$ cat src/rtl/rename_history.sv
module rename_history #(
  parameter int DEPTH  = 8,
  parameter int SEQ_W  = 16,
  parameter int AREG_W = 5,
  parameter int PREG_W = 7,
  parameter int CNT_W  = 32
) (
  input  logic              clk,
  input  logic              rst_n,
  input  logic              push_valid,
  input  logic [SEQ_W-1:0]  push_seq,
  input  logic [AREG_W-1:0] push_areg,
  input  logic [PREG_W-1:0] push_new_preg,
  input  logic [PREG_W-1:0] push_old_preg,
  input  logic              commit_valid,
  input  logic [SEQ_W-1:0]  commit_seq,
  output logic              rel_valid,
  output logic [PREG_W-1:0] rel_old_preg,
  output logic [SEQ_W-1:0]  rel_seq,
  output logic [AREG_W-1:0] rel_areg,
  output logic [PREG_W-1:0] rel_new_preg,
  output logic              busy,
  output logic              full,
  output logic              empty,
  output logic [CNT_W-1:0]  retired_total
);

  localparam int PTR_W = (DEPTH > 1) ? $clog2(DEPTH) : 1;
  localparam int OCC_W = $clog2(DEPTH + 1);
  localparam logic [PTR_W-1:0] LAST = PTR_W'(DEPTH - 1);
  localparam logic [OCC_W-1:0] CAP  = OCC_W'(DEPTH);

  logic [SEQ_W-1:0]  seq_q  [DEPTH];
  logic [AREG_W-1:0] areg_q [DEPTH];
  logic [PREG_W-1:0] newp_q [DEPTH];
  logic [PREG_W-1:0] oldp_q [DEPTH];

  logic [PTR_W-1:0] head, tail;
  logic [OCC_W-1:0] occ;
  logic [SEQ_W-1:0] target;
  logic             active;
  logic             push_ok, retire;

  assign empty   = (occ == '0);
  assign full    = (occ == CAP);
  assign push_ok = push_valid && !full;
  assign retire  = active && !empty && (seq_q[head] <= target);

  assign rel_valid    = retire;
  assign rel_old_preg = oldp_q[head];
  assign rel_seq      = seq_q[head];
  assign rel_areg     = areg_q[head];
  assign rel_new_preg = newp_q[head];
  assign busy         = active;

  function automatic logic [PTR_W-1:0] step(input logic [PTR_W-1:0] p);
    return (p == LAST) ? '0 : p + 1'b1;
  endfunction

  always_ff @(posedge clk) begin
    if (push_ok) begin
      seq_q[tail]  <= push_seq;
      areg_q[tail] <= push_areg;
      newp_q[tail] <= push_new_preg;
      oldp_q[tail] <= push_old_preg;
    end
  end

  always_ff @(posedge clk) begin
    if (!rst_n) begin
      head <= '0;
      tail <= '0;
      occ  <= '0;
    end else begin
      if (push_ok) tail <= step(tail);
      if (retire)  head <= step(head);
      case ({push_ok, retire})
        2'b10:   occ <= occ + 1'b1;
        2'b01:   occ <= occ - 1'b1;
        default: occ <= occ;
      endcase
    end
  end

  always_ff @(posedge clk) begin
    if (!rst_n) begin
      active <= 1'b0;
      target <= '0;
    end else if (commit_valid) begin
      active <= 1'b1;
      target <= commit_seq;
    end else if (active && !retire) begin
      active <= 1'b0;
    end
  end

  always_ff @(posedge clk) begin
    if (!rst_n) retired_total <= '0;
    else        retired_total <= retired_total + CNT_W'(retire);
  end

  p_occ_bound_r2: assert property (@(posedge clk) disable iff (!rst_n)
    occ <= CAP);

  p_full_drop_r3: assert property (@(posedge clk) disable iff (!rst_n)
    (full && push_valid && !retire) |=> full);

  p_empty_quiet_r4: assert property (@(posedge clk) disable iff (!rst_n)
    empty |-> !rel_valid);

  p_release_in_drain_r9: assert property (@(posedge clk) disable iff (!rst_n)
    rel_valid |-> busy);

  p_commit_starts_r9: assert property (@(posedge clk) disable iff (!rst_n)
    commit_valid |=> busy);

  p_count_step_r8: assert property (@(posedge clk) disable iff (!rst_n)
    rel_valid |=> (retired_total == $past(retired_total) + 1'b1));

  p_count_hold_r8: assert property (@(posedge clk) disable iff (!rst_n)
    !rel_valid |=> $stable(retired_total));

  p_pop_shrinks_r6: assert property (@(posedge clk) disable iff (!rst_n)
    (rel_valid && !push_valid && !empty) |=> (occ == $past(occ) - 1'b1));

endmodule

$ cat config.mk
export PLATFORM = sky130hd
export DESIGN_NAME = rename_history
export DESIGN_NICKNAME = d
export VERILOG_FILES = /design/src/rtl/rename_history.sv
export SDC_FILE = /design/constraint.sdc
export NUM_CORES = 1
export LEC_CHECK = 0
export BUFFER_PORTS_ARGS = -buffer_cell sky130_fd_sc_hd__buf_2
export CAP_MARGIN = 20
export CORE_AREA = 3 3 165 167
export DETAILED_ROUTE_END_ITERATION = 16
export DIE_AREA = 0 0 168 170
export PLACE_DENSITY = 0.83
export SLEW_MARGIN = 40
export SYNTH_ARGS = -nofsm -noshare
export SYNTH_HDL_FRONTEND = slang
export SYNTH_SLANG_ARGS = --single-unit
$ cat constraint.sdc
create_clock -name clk -period 5.4 [get_ports clk]
set_clock_uncertainty 0.1 [all_clocks]
set_input_delay 1.08 -clock clk [delete_from_list [all_inputs] [get_ports clk]]
set_output_delay 1.08 -clock clk [all_outputs]
set_load 0.02 [all_outputs]
Word level (Yosys, flattened, before mapping)
Memories as Yosys holds them, arrays and structs flattened. A register that Yosys moved wholly into a read port is not among the register bits.
Cells that the tools add are included.
{"block": "classes", "n_mux": 15, "n_addsub": 5, "order_cmp": 1, "n_reduce_logical": 10, "eq_ne": 5}
{"op": "$add 32x1->32", "n": 1}
{"op": "$mux 3", "n": 10}
{"op": "$le 16x16->1", "n": 1}
{"op": "$pmux 4 s2", "n": 1}
{"op": "$add 3x1->3 const B", "n": 2}
{"op": "$eq 3x3->1 const B", "n": 2}
{"op": "$add 4x1->4 const B", "n": 1}
{"op": "$eq 4x4->1 const B", "n": 1}
{"op": "$logic_and 1x1->1", "n": 4}
{"op": "$logic_not 4->1", "n": 1}
{"op": "$mux 1", "n": 4}
{"op": "$reduce_bool 2->1", "n": 2}
{"op": "$sub 4x1->4 const B", "n": 1}
{"op": "$logic_not 1->1", "n": 3}
{"op": "$eq 2x1->1 const B", "n": 1}
{"op": "$eq 2x2->1 const B", "n": 1}
{"block": "word_totals", "regBits": 59, "input_bits": 55, "memories": 4, "mem_bits_rw": 280}
{"name": "seq_q", "depth": 8, "word_bits": 16, "read_ports": 1, "rd_ports_with_merged_regs": 1, "wr": 1, "line": "33", "text": "logic [SEQ_W-1:0] seq_q [DEPTH];"}
{"name": "newp_q", "depth": 8, "word_bits": 7, "read_ports": 1, "rd_ports_with_merged_regs": 1, "wr": 1, "line": "35", "text": "logic [PREG_W-1:0] newp_q [DEPTH];"}
{"name": "oldp_q", "depth": 8, "word_bits": 7, "read_ports": 1, "rd_ports_with_merged_regs": 1, "wr": 1, "line": "36", "text": "logic [PREG_W-1:0] oldp_q [DEPTH];"}
{"name": "areg_q", "depth": 8, "word_bits": 5, "read_ports": 1, "rd_ports_with_merged_regs": 1, "wr": 1, "line": "34", "text": "logic [AREG_W-1:0] areg_q [DEPTH];"}

Depth between registers and ports, before layout
{"block": "logic_depth", "depth_word": 8, "ltp_mapped": 18, "ltp_nobuf": 16}

Worst setup path after synthesis
Ideal clock, no wire load.
{"block": "synth_timing", "path_type": "in2reg", "start": "input push_valid", "end": "memory areg_q[0][0], enable pin", "required_time_ns": 4.785, "setup_ns": 0.515, "stages": 2, "slack_ns": 0.126, "arrival_ns": 4.659, "cell_sequence": "nand2_1 -> nor4_1"}
{"block": "synth_between", "elab_chain_len": 3}
{"element": "start, declared", "line": "10", "text": "input logic push_valid,"}
{"element": "$logic_and 1x1->1", "line": "46", "text": "assign push_ok = push_valid && !full;"}
{"element": "$mux 1", "line": "61", "text": "if (push_ok) begin"}
{"element": "$mux 1 (implied by the code)", "line": "63", "text": "areg_q[tail] <= push_areg;"}
{"element": "end, declared", "line": "34"}
No other way between the ends.

==> results.py <==
metrics = {
    "run_status": {
        "outcome": "complete, no violations",
    },
    "placement": {
        "hpwl_mm": 17.08,
        "numPortBuffers": 125,
        "dp_slack_ps": 310.7,
        "finalWeightedCongestion": 0.7607,
    },
    "synth": {
        "synthesis.area_um2": 13620,
        "synth_seq_cells": 342,
        "synth_commonest_cells": "edfxtp_1, mux4_2, dfxtp_1",
        "synth.yosys.seq_area_share": 0.7083,
        "synth.yosys.warnings": 0,
        "post_synth_inst_count": 740,
        "mappedNetlistNets": 820,
        "synthesis.area_per_instance_um2": 18.41,
        "yosys.cell_count.top_type": "edfxtp_1",
        "ys_async_sr_fraction": 0,
        "yosys.cell_types.count": 40,
        "synth_area_leader_cell": "edfxtp_1",
        "synth_top_area_frac": 0.6172,
        "synth_enable_flop_cells": 280,
        "post_synth_main_area_contributors": "edfxtp_1, mux4_2, dfxtp_1, mux2_2, ha_1",
        "dominantRegCellSynth": "edfxtp_1",
    },
    "die": {
        "placeableCoreArea_um2": 25910,
        "chipHeight_um": 170,
        "initial_utilization": 0.5258,
        "rows": 59,
        "io_pins": 126,
        "chipWidth_um": 168,
        "dieArea_um2": 28560,
    },
    "worst_setup_path": {
        "crit_path_cell_chain": "buf_4, buf_4, mux4_2, mux2_2, ha_1, a21oi_1, a21oi_1, a41o_1, o21ai_4, buf_4, buf_2",
        "critPathArrivalTime_ps": 3860,
        "crit_slowest_cell": "dfxtp_4",
        "kind_of_end_point_of_the_critical_path": "output port",
        "cp_max_fo": 34,
        "critical_path.most_common_cell": "buf_4",
        "worstSetupStartpointType": "register",
        "crit_family": "buffers and inverters",
        "buffers_inverters_on_critical_path": 4,
        "worstSetupPathType": "reg2out",
        "critical-path-max-stage-delay_ps": 670,
        "cp_data_required_time_ps": 4220,
    },
    "route": {
        "route.detailed.wl_per_inst_um": 21.97,
        "drc_errors": 0,
        "detail_route.iter0.violations": 510,
        "num_vias": 7184,
        "firstDrtPassIters": 5,
        "routed_via_density": 5.697,
        "antenna_left": 0,
        "wirelength_mm": 27.70,
    },
    "pwr": {
        "power.leakage_nw": 5.572,
        "peakVddDrop_mv": 0.2779,
        "power_density_nw_per_um2": 359.2,
        "total_power_w": 0.005742,
    },
    "sta": {
        "final.setup.worst_slack_ps": 357.1,
        "finalCriticalPeriod_ps": 5043,
        "fmaxAchievable_mhz": 198.3,
        "worstMarginPinSlew_ps": 823.2,
        "post-route-period-util": 0.9339,
        "report.final.hold_viol_count": 0,
        "setup-violations-final": 0,
        "fin_tns_setup_ps": 0,
        "slew_headroom": 0.4482,
        "rsz0062_at_grt": "false",
        "finalMaxSlewViolations": 0,
    },
    "grt": {
        "grt_start_max_net_pins": 63,
        "antenna_found_initial": 5,
        "wire_length_of_the_first_global_routing_pass_mm": 43.30,
        "grtUsageMet3": 0.04344,
        "gr-usage-met1": 0.2635,
        "first_global_vias": 7566,
        "top_usage_layer": "met2",
        "grt.total_usage": 0.1961,
        "globalRouteOverflowTotal": 0,
        "grtUsageMet2": 0.3243,
    },
    "clock_network": {
        "path_clk_slew_ps": 60,
        "cts.htree.levels": 2,
        "cts_buffers": 36,
        "cts.path.max_buffers": 3,
        "cts_resized": 0,
        "clk_root_buffer_cell": "clkbuf_16",
        "cts_tree": "built",
        "clock-sinks": 342,
        "clk-insertion-delay-late_ps": 520,
    },
    "finish": {
        "share_of_layout_cells_above_drive_strength_1": 0.3539,
        "multi_input_area_um2": 3831,
        "areaGrowthSynthToFinish_pct": 17.34,
        "num-fill-cells": 1838,
        "final-seq-area_um2": 9658,
        "post_layout_util": 0.6169,
        "nNetsFinal": 977,
    },
    "min_path": {
        "hold_path.startpoint": "head[1]",
        "holdCritPathClass": "reg2reg",
    },
    "flow_run": {
        "max_cap_violations": 0,
    },
}
==> tightest hold or removal path, delay by kind of cell, from the launching register on <==
family | cells | cell delay (ps)
DFF | 1 | 310
muxes | 1 | 70
and+or+nand+nor | 1 | 50
==> layout make-up <==
cell class | count | share of cell area
repair buffers | 148 | 0.05260
inverters | 19 | 0.004461
clock buffers | 43 | 0.05933
clock inverters | 22 | 0.01323
flip-flops and latches | 342 | 0.6042
well taps | 335 | 0.02622
diodes | 2 | 0.0003131
multi-input cells | 350 | 0.2397
==> logic make-up after synthesis <==
family	synth area share
flip-flops	0.7083
AND/OR/NAND/NOR	0.06025
multiplexers	0.1607
buffers and inverters	0.01405
AO/OA/AOI/OAI	0.01571
XOR/XNOR	0.01800
adder cells (fa/ha/maj)	0.02296
==> stage by stage <==
stage	cell area, µm²	std cells	hold WS (ps)
global placement	14780	1192	360.7
finish	15990	1261	373.9
floorplan	13620	740	353.9
detailed placement	14790	1193	368.9
CTS	15950	1258	382.1
global route	15980	1260	408.4
==> sequential cells by signal, indices dropped and copies added, names as in the netlist, named ones only <==
name / cells
tail: 3
oldp_q: 56
newp_q: 56
head: 3
occ: 4
target: 16
busy: 1
retired_total: 32
areg_q: 40
seq_q: 128
==> where the power goes <==
part / switching, W / total [W] / leakage [nW] / internal (W)
Clock: 0.000980 / 0.00239 / 0.564 / 0.00141
Sequential: 0.0000303 / 0.00295 / 3.05 / 0.00292
Combinational: 0.000229 / 0.000405 / 1.96 / 0.000176
Total: 0.00124 / 0.00574 / 5.57 / 0.00450
==> cells in the final DEF, fill, tap and decap left out, drive strengths merged <==
cell type	instances
buf	148
and4	4
a21boi	7
mux2i	23
o221ai	1
nor4	2
nand3	12
mux4	70
o21a	1
o21ai	9
a41o	1
dfxtp	62
o32a	1
diode	2
nor2	6
xor2	5
and3	5
clkinv	14
nand2b	4
nor3	10
or4	1
nor2b	26
nand2	20
or3	9
o211ai	1
ha	25
clkinvlp	3
a31oi	1
edfxtp	280
mux2	34
clkbuf	43
inv	21
and2	27
xnor2	23
nand4	11
bufinv	3
a21oi	11
==> layer usage <==
metal	part of all wire	wire, µm	up-vias
met5	0.0020	55	-
met4	0.023	631	8
met3	0.066	1836	52
met2	0.49	13590	231
met1	0.42	11590	3659
li1	-	-	3234
==> repair_timing <==
item | in CTS | in global routing
hold buffers | 0 | 0
buffers inserted | 0 | 1
setup endpoints to repair | 0 | 6
==> path summary, 6_finish.rpt <==
path | to | slack [ps] | cells after the start
min reg2reg | register | 370 | 2
min | register | 370 | 2
max | rel_valid | 360 | 11
max reg2reg | retired_total[22] | 450 | 17
(Power assumes the default switching activity.)
